**src/rtl/sacc_pkg.sv**
```systemverilog
package sacc_pkg;

    typedef enum logic [3:0] {
        OP_ADD  = 4'd0,
        OP_SUB  = 4'd1,
        OP_AND  = 4'd2,
        OP_OR   = 4'd3,
        OP_XOR  = 4'd4,
        OP_SHL  = 4'd5,
        OP_LDA  = 4'd6,
        OP_STA  = 4'd7,
        OP_PINC = 4'd8,
        OP_PDEC = 4'd9,
        OP_PLD  = 4'd10,
        OP_PGET = 4'd11,
        OP_RSV0 = 4'd12,
        OP_RSV1 = 4'd13,
        OP_RSV2 = 4'd14,
        OP_RSV3 = 4'd15
    } op_e;

    typedef enum logic [1:0] {
        SRC_REG = 2'd0,
        SRC_PTR = 2'd1,
        SRC_DIR = 2'd2,
        SRC_IMM = 2'd3
    } src_e;

    typedef enum logic [1:0] {
        WID_8   = 2'd0,
        WID_16  = 2'd1,
        WID_32  = 2'd2,
        WID_32X = 2'd3
    } wid_e;

endpackage

```
**src/rtl/sacc_byte_alu.sv**
```systemverilog
module sacc_byte_alu
    import sacc_pkg::*;
(
    input  op_e        op,
    input  logic [7:0] a,
    input  logic [7:0] b,
    input  logic       cin,
    output logic [7:0] y,
    output logic       cout
);
    logic [7:0] b_eff;
    logic [8:0] sum;

    always_comb begin
        b_eff = (op == OP_SUB) ? ~b : b;
        sum   = {1'b0, a} + {1'b0, b_eff} + {8'd0, cin};
        y     = a;
        cout  = 1'b0;
        case (op)
            OP_ADD, OP_SUB: begin
                y    = sum[7:0];
                cout = sum[8];
            end
            OP_AND: y = a & b;
            OP_OR:  y = a | b;
            OP_XOR: y = a ^ b;
            OP_SHL: begin
                y    = {a[6:0], cin};
                cout = a[7];
            end
            OP_LDA: y = b;
            default: y = a;
        endcase
    end
endmodule

```
**src/rtl/sacc_regfile.sv**
```systemverilog
module sacc_regfile #(
    parameter int N = 4,
    parameter int W = 32,
    localparam int IW = $clog2(N),
    localparam int NB = W / 8
) (
    input  logic                clk,
    input  logic                rst_n,
    input  logic                we,
    input  logic [IW-1:0]       widx,
    input  logic [NB-1:0]       be,
    input  logic [W-1:0]        wdata,
    output logic [N-1:0][W-1:0] rd
);
    logic [N-1:0][W-1:0] regs_d, regs_q;

    always_comb begin
        regs_d = regs_q;
        for (int b = 0; b < NB; b++) begin
            if (we && be[b]) begin
                regs_d[widx][b*8 +: 8] = wdata[b*8 +: 8];
            end
        end
    end

    always_ff @(posedge clk or negedge rst_n) begin
        if (!rst_n) regs_q <= '0;
        else        regs_q <= regs_d;
    end

    assign rd = regs_q;
endmodule

```
**src/rtl/slice_acc_dp.sv**
```systemverilog
module slice_acc_dp
    import sacc_pkg::*;
#(
    parameter int ACC_W  = 32,
    parameter int ADDR_W = 16,
    parameter int NREG   = 4,
    parameter int DIR_W  = 6,
    parameter int IMM_W  = 2,
    localparam int NB    = ACC_W / 8,
    localparam int IDX_W = (NB > 1) ? $clog2(NB) : 1,
    localparam int SEL_W = $clog2(NREG),
    localparam int BLK_W = ADDR_W - DIR_W
) (
    input  logic              clk,
    input  logic              rst_n,
    input  logic              start_i,
    input  logic [3:0]        op_i,
    input  logic [1:0]        width_i,
    input  logic [1:0]        src_i,
    input  logic [SEL_W-1:0]  sel_i,
    input  logic [DIR_W-1:0]  dir_i,
    input  logic [IMM_W-1:0]  imm_i,
    input  logic [BLK_W-1:0]  block_i,
    output logic [ADDR_W-1:0] mem_addr_o,
    output logic [7:0]        mem_wdata_o,
    output logic              mem_we_o,
    input  logic [7:0]        mem_rdata_i,
    output logic              busy_o,
    output logic              done_o,
    output logic [ACC_W-1:0]  acc_o
);
    typedef struct packed {
        logic             busy;
        logic             done;
        op_e              op;
        src_e             src;
        logic [SEL_W-1:0] sel;
        logic [DIR_W-1:0] dir;
        logic [IMM_W-1:0] imm;
        logic [BLK_W-1:0] blk;
        logic [IDX_W-1:0] idx;
        logic [IDX_W-1:0] last;
        logic             carry;
        logic [ACC_W-1:0] acc;
    } st_t;

    st_t st_d, st_q;

    logic [NREG-1:0][ACC_W-1:0]  gpr_rd;
    logic [NREG-1:0][ADDR_W-1:0] ptr_rd;
    logic                        gpr_we, ptr_we;
    logic [NB-1:0]               gpr_be;
    logic [ADDR_W-1:0]           ptr_wdata;
    logic [7:0]                  opnd, acc_byte, alu_y, imm_byte;
    logic                        alu_cin, alu_cout;

    sacc_regfile #(.N(NREG), .W(ACC_W)) u_gpr (
        .clk  (clk),
        .rst_n(rst_n),
        .we   (gpr_we),
        .widx (st_q.sel),
        .be   (gpr_be),
        .wdata(st_q.acc),
        .rd   (gpr_rd)
    );

    sacc_regfile #(.N(NREG), .W(ADDR_W)) u_ptr (
        .clk  (clk),
        .rst_n(rst_n),
        .we   (ptr_we),
        .widx (st_q.sel),
        .be   ({(ADDR_W/8){1'b1}}),
        .wdata(ptr_wdata),
        .rd   (ptr_rd)
    );

    sacc_byte_alu u_alu (
        .op  (st_q.op),
        .a   (acc_byte),
        .b   (opnd),
        .cin (alu_cin),
        .y   (alu_y),
        .cout(alu_cout)
    );

    // Operand byte selection and memory addressing for the current slice
    always_comb begin
        acc_byte = st_q.acc[st_q.idx*8 +: 8];
        imm_byte = (st_q.idx == '0) ?
                   {{(8-IMM_W){st_q.imm[IMM_W-1]}}, st_q.imm} :
                   {8{st_q.imm[IMM_W-1]}};
        alu_cin  = (st_q.idx == '0) ? (st_q.op == OP_SUB) : st_q.carry;
        case (st_q.src)
            SRC_PTR: mem_addr_o = ptr_rd[st_q.sel] + ADDR_W'(st_q.idx);
            SRC_DIR: mem_addr_o = {st_q.blk, st_q.dir} + ADDR_W'(st_q.idx);
            default: mem_addr_o = '0;
        endcase
        case (st_q.src)
            SRC_REG: opnd = gpr_rd[st_q.sel][st_q.idx*8 +: 8];
            SRC_IMM: opnd = imm_byte;
            default: opnd = mem_rdata_i;
        endcase
    end

    // Sequencer: next state and register-file write controls
    always_comb begin
        st_d        = st_q;
        st_d.done   = 1'b0;
        gpr_we      = 1'b0;
        gpr_be      = NB'(1) << st_q.idx;
        ptr_we      = 1'b0;
        ptr_wdata   = st_q.acc[ADDR_W-1:0];
        mem_we_o    = 1'b0;
        mem_wdata_o = acc_byte;

        if (st_q.busy) begin
            case (st_q.op)
                OP_ADD, OP_SUB, OP_AND, OP_OR, OP_XOR, OP_SHL, OP_LDA: begin
                    st_d.acc[st_q.idx*8 +: 8] = alu_y;
                    st_d.carry                = alu_cout;
                end
                OP_STA: begin
                    if (st_q.src == SRC_REG) gpr_we = 1'b1;
                    else if (st_q.src != SRC_IMM) mem_we_o = 1'b1;
                end
                OP_PINC: begin
                    ptr_we    = 1'b1;
                    ptr_wdata = ptr_rd[st_q.sel] + ADDR_W'(1);
                end
                OP_PDEC: begin
                    ptr_we    = 1'b1;
                    ptr_wdata = ptr_rd[st_q.sel] - ADDR_W'(1);
                end
                OP_PLD: ptr_we = 1'b1;
                OP_PGET: st_d.acc = ACC_W'(ptr_rd[st_q.sel]);
                default: ;
            endcase

            if (st_q.op > OP_STA || st_q.idx == st_q.last) begin
                st_d.busy = 1'b0;
                st_d.done = 1'b1;
            end else begin
                st_d.idx = st_q.idx + IDX_W'(1);
            end
        end else if (start_i) begin
            st_d.busy  = 1'b1;
            st_d.op    = op_e'(op_i);
            st_d.src   = src_e'(src_i);
            st_d.sel   = sel_i;
            st_d.dir   = dir_i;
            st_d.imm   = imm_i;
            st_d.blk   = block_i;
            st_d.idx   = '0;
            st_d.carry = 1'b0;
            case (wid_e'(width_i))
                WID_8:   st_d.last = '0;
                WID_16:  st_d.last = IDX_W'(1);
                default: st_d.last = IDX_W'(NB - 1);
            endcase
        end
    end

    always_ff @(posedge clk or negedge rst_n) begin
        if (!rst_n) st_q <= '0;
        else        st_q <= st_d;
    end

    assign busy_o = st_q.busy;
    assign done_o = st_q.done;
    assign acc_o  = st_q.acc;

    // Views of latched state for the bound checker
    logic [3:0]       chk_op;
    logic [IDX_W-1:0] chk_last;
    assign chk_op   = st_q.op;
    assign chk_last = st_q.last;
endmodule

```
**config.mk**
```make
export PLATFORM = sky130hd
export DESIGN_NAME = slice_acc_dp
export DESIGN_NICKNAME = d
export VERILOG_FILES = /design/src/rtl/sacc_pkg.sv /design/src/rtl/sacc_byte_alu.sv /design/src/rtl/sacc_regfile.sv /design/src/rtl/slice_acc_dp.sv
export SDC_FILE = /design/constraint.sdc
export NUM_CORES = 1
export LEC_CHECK = 0
export BUFFER_PORTS_ARGS = -buffer_cell sky130_fd_sc_hd__clkbuf_2
export CORE_ASPECT_RATIO = 1.25
export CORE_MARGIN = 2
export CORE_UTILIZATION = 50
export DETAILED_ROUTE_END_ITERATION = 7
export GPL_TIMING_DRIVEN = 0
export PLACE_DENSITY = 0.67
export SETUP_SLACK_MARGIN = 0.02
export SLEW_MARGIN = 20
export SYNTH_ARGS = -nofsm -noshare
export SYNTH_HDL_FRONTEND = slang
export SYNTH_HIERARCHICAL = 1
export SYNTH_SLANG_ARGS = --single-unit
```
**constraint.sdc**
```tcl
create_clock -name clk -period 9.93 [get_ports clk]
set_input_delay 1.4895 -clock clk [delete_from_list [all_inputs] [get_ports clk]]
set_output_delay 1.4895 -clock clk [all_outputs]
set_load 0.005 [all_outputs]
```
==> flow_summary.json <==
{
  "seq_power_share_pct": 31.2,
  "worstSetupPathType": "register to primary output",
  "fin_skew_ps": 29.75,
  "cp_max_fo": 12,
  "numCtsBuffers": 27,
  "synth_cell_type_count": 97,
  "grt_pass1_wl_um": 64890,
  "synthesis.area_mm2": 0.01536,
  "power_frac_comb_pct": 48.8,
  "path_buf_inv": 5,
  "endpoint": "mem_addr_o[10]",
  "post_cts_buffers": 0,
  "grt_use_total_pct": 26.35,
  "drc": 0,
  "core_mm2": 0.03020,
  "p_int_w": 0.002914,
  "synthAdderAreaFrac_pct": 3.780,
  "clock_latency_ps": 550,
  "synthMuxAreaShare_pct": 26.02,
  "final_cell_mix": "257 x dfrtp_1, 180 x mux2_2, 173 x nand2_1",
  "cpLargestDelayFamily": "buffers and inverters",
  "drv_cap": 0,
  "async_reset_ff_share_pct": 100.0,
  "arrival_ps": 5040,
  "rsz0062_at_grt": "no",
  "grt_max_degree": 89,
  "critical_path_depth": 13,
  "clk_pin_slew_ps": 60,
  "fin_setup_tns_ps": 0,
  "ys.flop_type": "dfrtp_1",
  "finalMaxSlewViolations": 0,
  "final_common_cell": "dfrtp_1",
  "power_density_mw_per_mm2": 293.2,
  "firstDrtPassIters": 5,
  "synth-compound-area-share_pct": 8.961,
  "synth_edf_count": 0,
  "setup_violations": 0,
  "ant_nets": 0,
  "cpMaxStageDelayCell": "dfrtp_1",
  "dr.first_iter.drc_count": 741,
  "r2r-start": "st_q[56]",
  "r2r_cells": 15,
  "critical-path-max-stage-delay_ps": 690,
  "grt_pass1_vias": 11200,
  "wl_met3_um": 2292,
  "place_congestion": 0.9092,
  "synth-seq-cells": 257,
  "p_clk_share_pct": 20.0,
  "antenna_found_initial": 0,
  "rows": 71,
  "setup_ws_ps": 3400,
  "crit_chain": "buf_2, buf_2, buf_1, mux4_2, inv_1, o21ai_0, fa_1, nor2b_1, nand2b_1, a2111oi_2, xor2_1, nor2b_1, clkbuf_2",
  "start_kind": "register",
  "swShare_pct": 42.76,
  "clkSinkCount": 257,
  "die_area_mm2": 0.03215,
  "hold_path_depth": 2,
  "root_buffer": "clkbuf_16",
  "max_freq_ghz": 0.1531,
  "layout-drive-gt1-share_pct": 35.88,
  "wl_met2_um": 20720,
  "r2r_setup_slack_ps": 3980,
  "diodes": 0,
  "worstPathRequired_ps": 8440,
  "area_delta_synth_final_pct": 13.07,
  "yosys_warnings": 6,
  "seq_area_frac_synth_pct": 41.87,
  "cts_tree": "yes",
  "holdCritPathClass": "register to register",
  "slew_headroom_pct": 20.30,
  "finalCriticalPeriod_ps": 6530,
  "r2r-end": "acc_o[12]",
  "post_drt_wl_per_cell_um": 22.56,
  "postCtsHoldBufs": 0,
  "final_core_util_pct": 57.50,
  "netlist_instances": 1298,
  "ctsResizeCount": 0,
  "synth-simple-area-share_pct": 12.31,
  "pin_count": 98,
  "vias_per_cell": 5.938,
  "final_nets": 1517,
  "vias": 11020,
  "vdd_drop_max_mv": 0.1426,
  "crit_start": "st_q[56]",
  "dp_hpwl_um": 30910,
  "numPortBuffers": 97,
  "routed_wl_um": 41870,
  "crit_path_end_kind": "primary output",
  "initial_core_util_pct": 50.85,
  "post-place-ws_ps": 3957,
  "wl_met1_um": 16970,
  "htree_levels": 1,
  "clock_path_buffers": 3,
  "top_layer": "met4",
  "worst_slew_pin_slew_ps": 1183,
  "p_leak_nw": 8.381,
  "fp.dieH_um": 200.0,
  "synth-xor-area-share_pct": 1.882,
  "overflow": 0,
  "run_status": "finished clean",
  "p_switching_w": 0.002177,
  "synth_top_family_by_area": "multiplexers",
  "avgSynthCellArea_um2": 11.83,
  "hold_viol_final": 0,
  "period_share_pct": 65.76,
  "fp.dieW_um": 160.8
}
## tightest hold or removal path: cells and delay by family (launching register included)
kind / cells / cell delay [ps]
flops: 1 / 340
simple gates: 2 / 100
## kinds of logic after synthesis
group / Yosys count
simple gates: 340
compound gates: 202
other cells: 1
xor+xnor: 33
buf+inv: 136
fa+ha+maj: 44
flops: 257
mux: 285
## flip-flops by register name (all words and copies together), names as in the netlist
name / cells
u_gpr/rd: 128
u_ptr/rd: 64
acc_o: 32
st_q: 25
chk_op: 4
chk_last: 2
busy_o: 1
done_o: 1
## final cells by class
cell class | count | area (um2)
plain buffers | 98 | 649.4
clock buffers | 35 | 755.7
clock inverters | 15 | 140.1
fillers | 2563 | 12840
inverters | 38 | 142.6
multi-input cells | 912 | 8169
flip-flops and latches | 257 | 6431
well taps | 401 | 501.7
repair buffers | 100 | 576.8
## per-layer routing
metal / vias up / GRT usage, %
met3: 83 / 4.360
met2: 348 / 45.10
met5: - / 0
met4: 0 / 12.07
met1: 5590 / 33.14
li1: 5000 / -
## metrics by stage
step | area, um2 | total power [W] | hold slack (ps) | instances
2_1_floorplan | 15390 | 0.003220 | 440.1 | 1305
3_3_place_gp | 16370 | 0.003993 | 457.7 | 1803
3_5_place_dp | 16470 | 0.004055 | 458.5 | 1806
4_1_cts | 17370 | 0.005083 | 475.0 | 1856
5_1_grt | 17370 | 0.005401 | 505.9 | 1856
6_report | 17370 | 0.005091 | 474.2 | 1856
## power groups by stage
stage          Combinational [W]  Sequential (W)  Clock (W)
2_1_floorplan            0.00178         0.00144          0
3_3_place_gp             0.00241         0.00159          0
3_5_place_dp             0.00246         0.00160          0
4_1_cts                  0.00247         0.00158    0.00104
5_1_grt                  0.00270         0.00162    0.00109
6_report                 0.00248         0.00159    0.00102
## worst min-delay path by stage
stage	from	to
finish	st_q[41]	st_q[41]
global route	st_q[43]	st_q[43]
CTS	st_q[47]	st_q[47]
detailed placement	st_q[47]	st_q[47]
global placement	st_q[47]	st_q[47]
floorplan	st_q[47]	st_q[47]
## cells in the mapped netlist, drive strengths merged, types with 3 or more instances
master	instances	area [um2]
xnor2	24	210.2
fa	4	80.08
nor2	29	108.9
nand2	173	649.4
nand2b	8	57.55
o21a	7	52.55
a211o	3	26.28
nor2b	14	90.09
a32oi	4	35.03
nand3	19	100.1
and4bb	6	75.07
a22oi	17	127.6
a211oi	9	67.56
mux4	65	1471
nor4b	7	67.56
a31oi	10	83.83
a21oi	32	171.4
a21o	9	67.56
or2	3	18.77
nand4	7	81.33
clkbuf	25	93.84
ha	40	500.5
nor4	7	58.81
nor3	14	75.07
a22o	9	78.83
or3	4	30.03
inv	37	138.9
xor2	9	78.83
buf	73	555.5
and2	14	87.58
mux2i	23	242.7
nor3b	5	42.54
o31ai	4	30.03
o21ai	63	319.1
and3	6	37.54
a311oi	3	26.28
nand4b	13	206.5
o22ai	7	43.79
mux2	197	2282
dfrtp	257	6431
No activity file was read; power rests on OpenSTA's default activity.
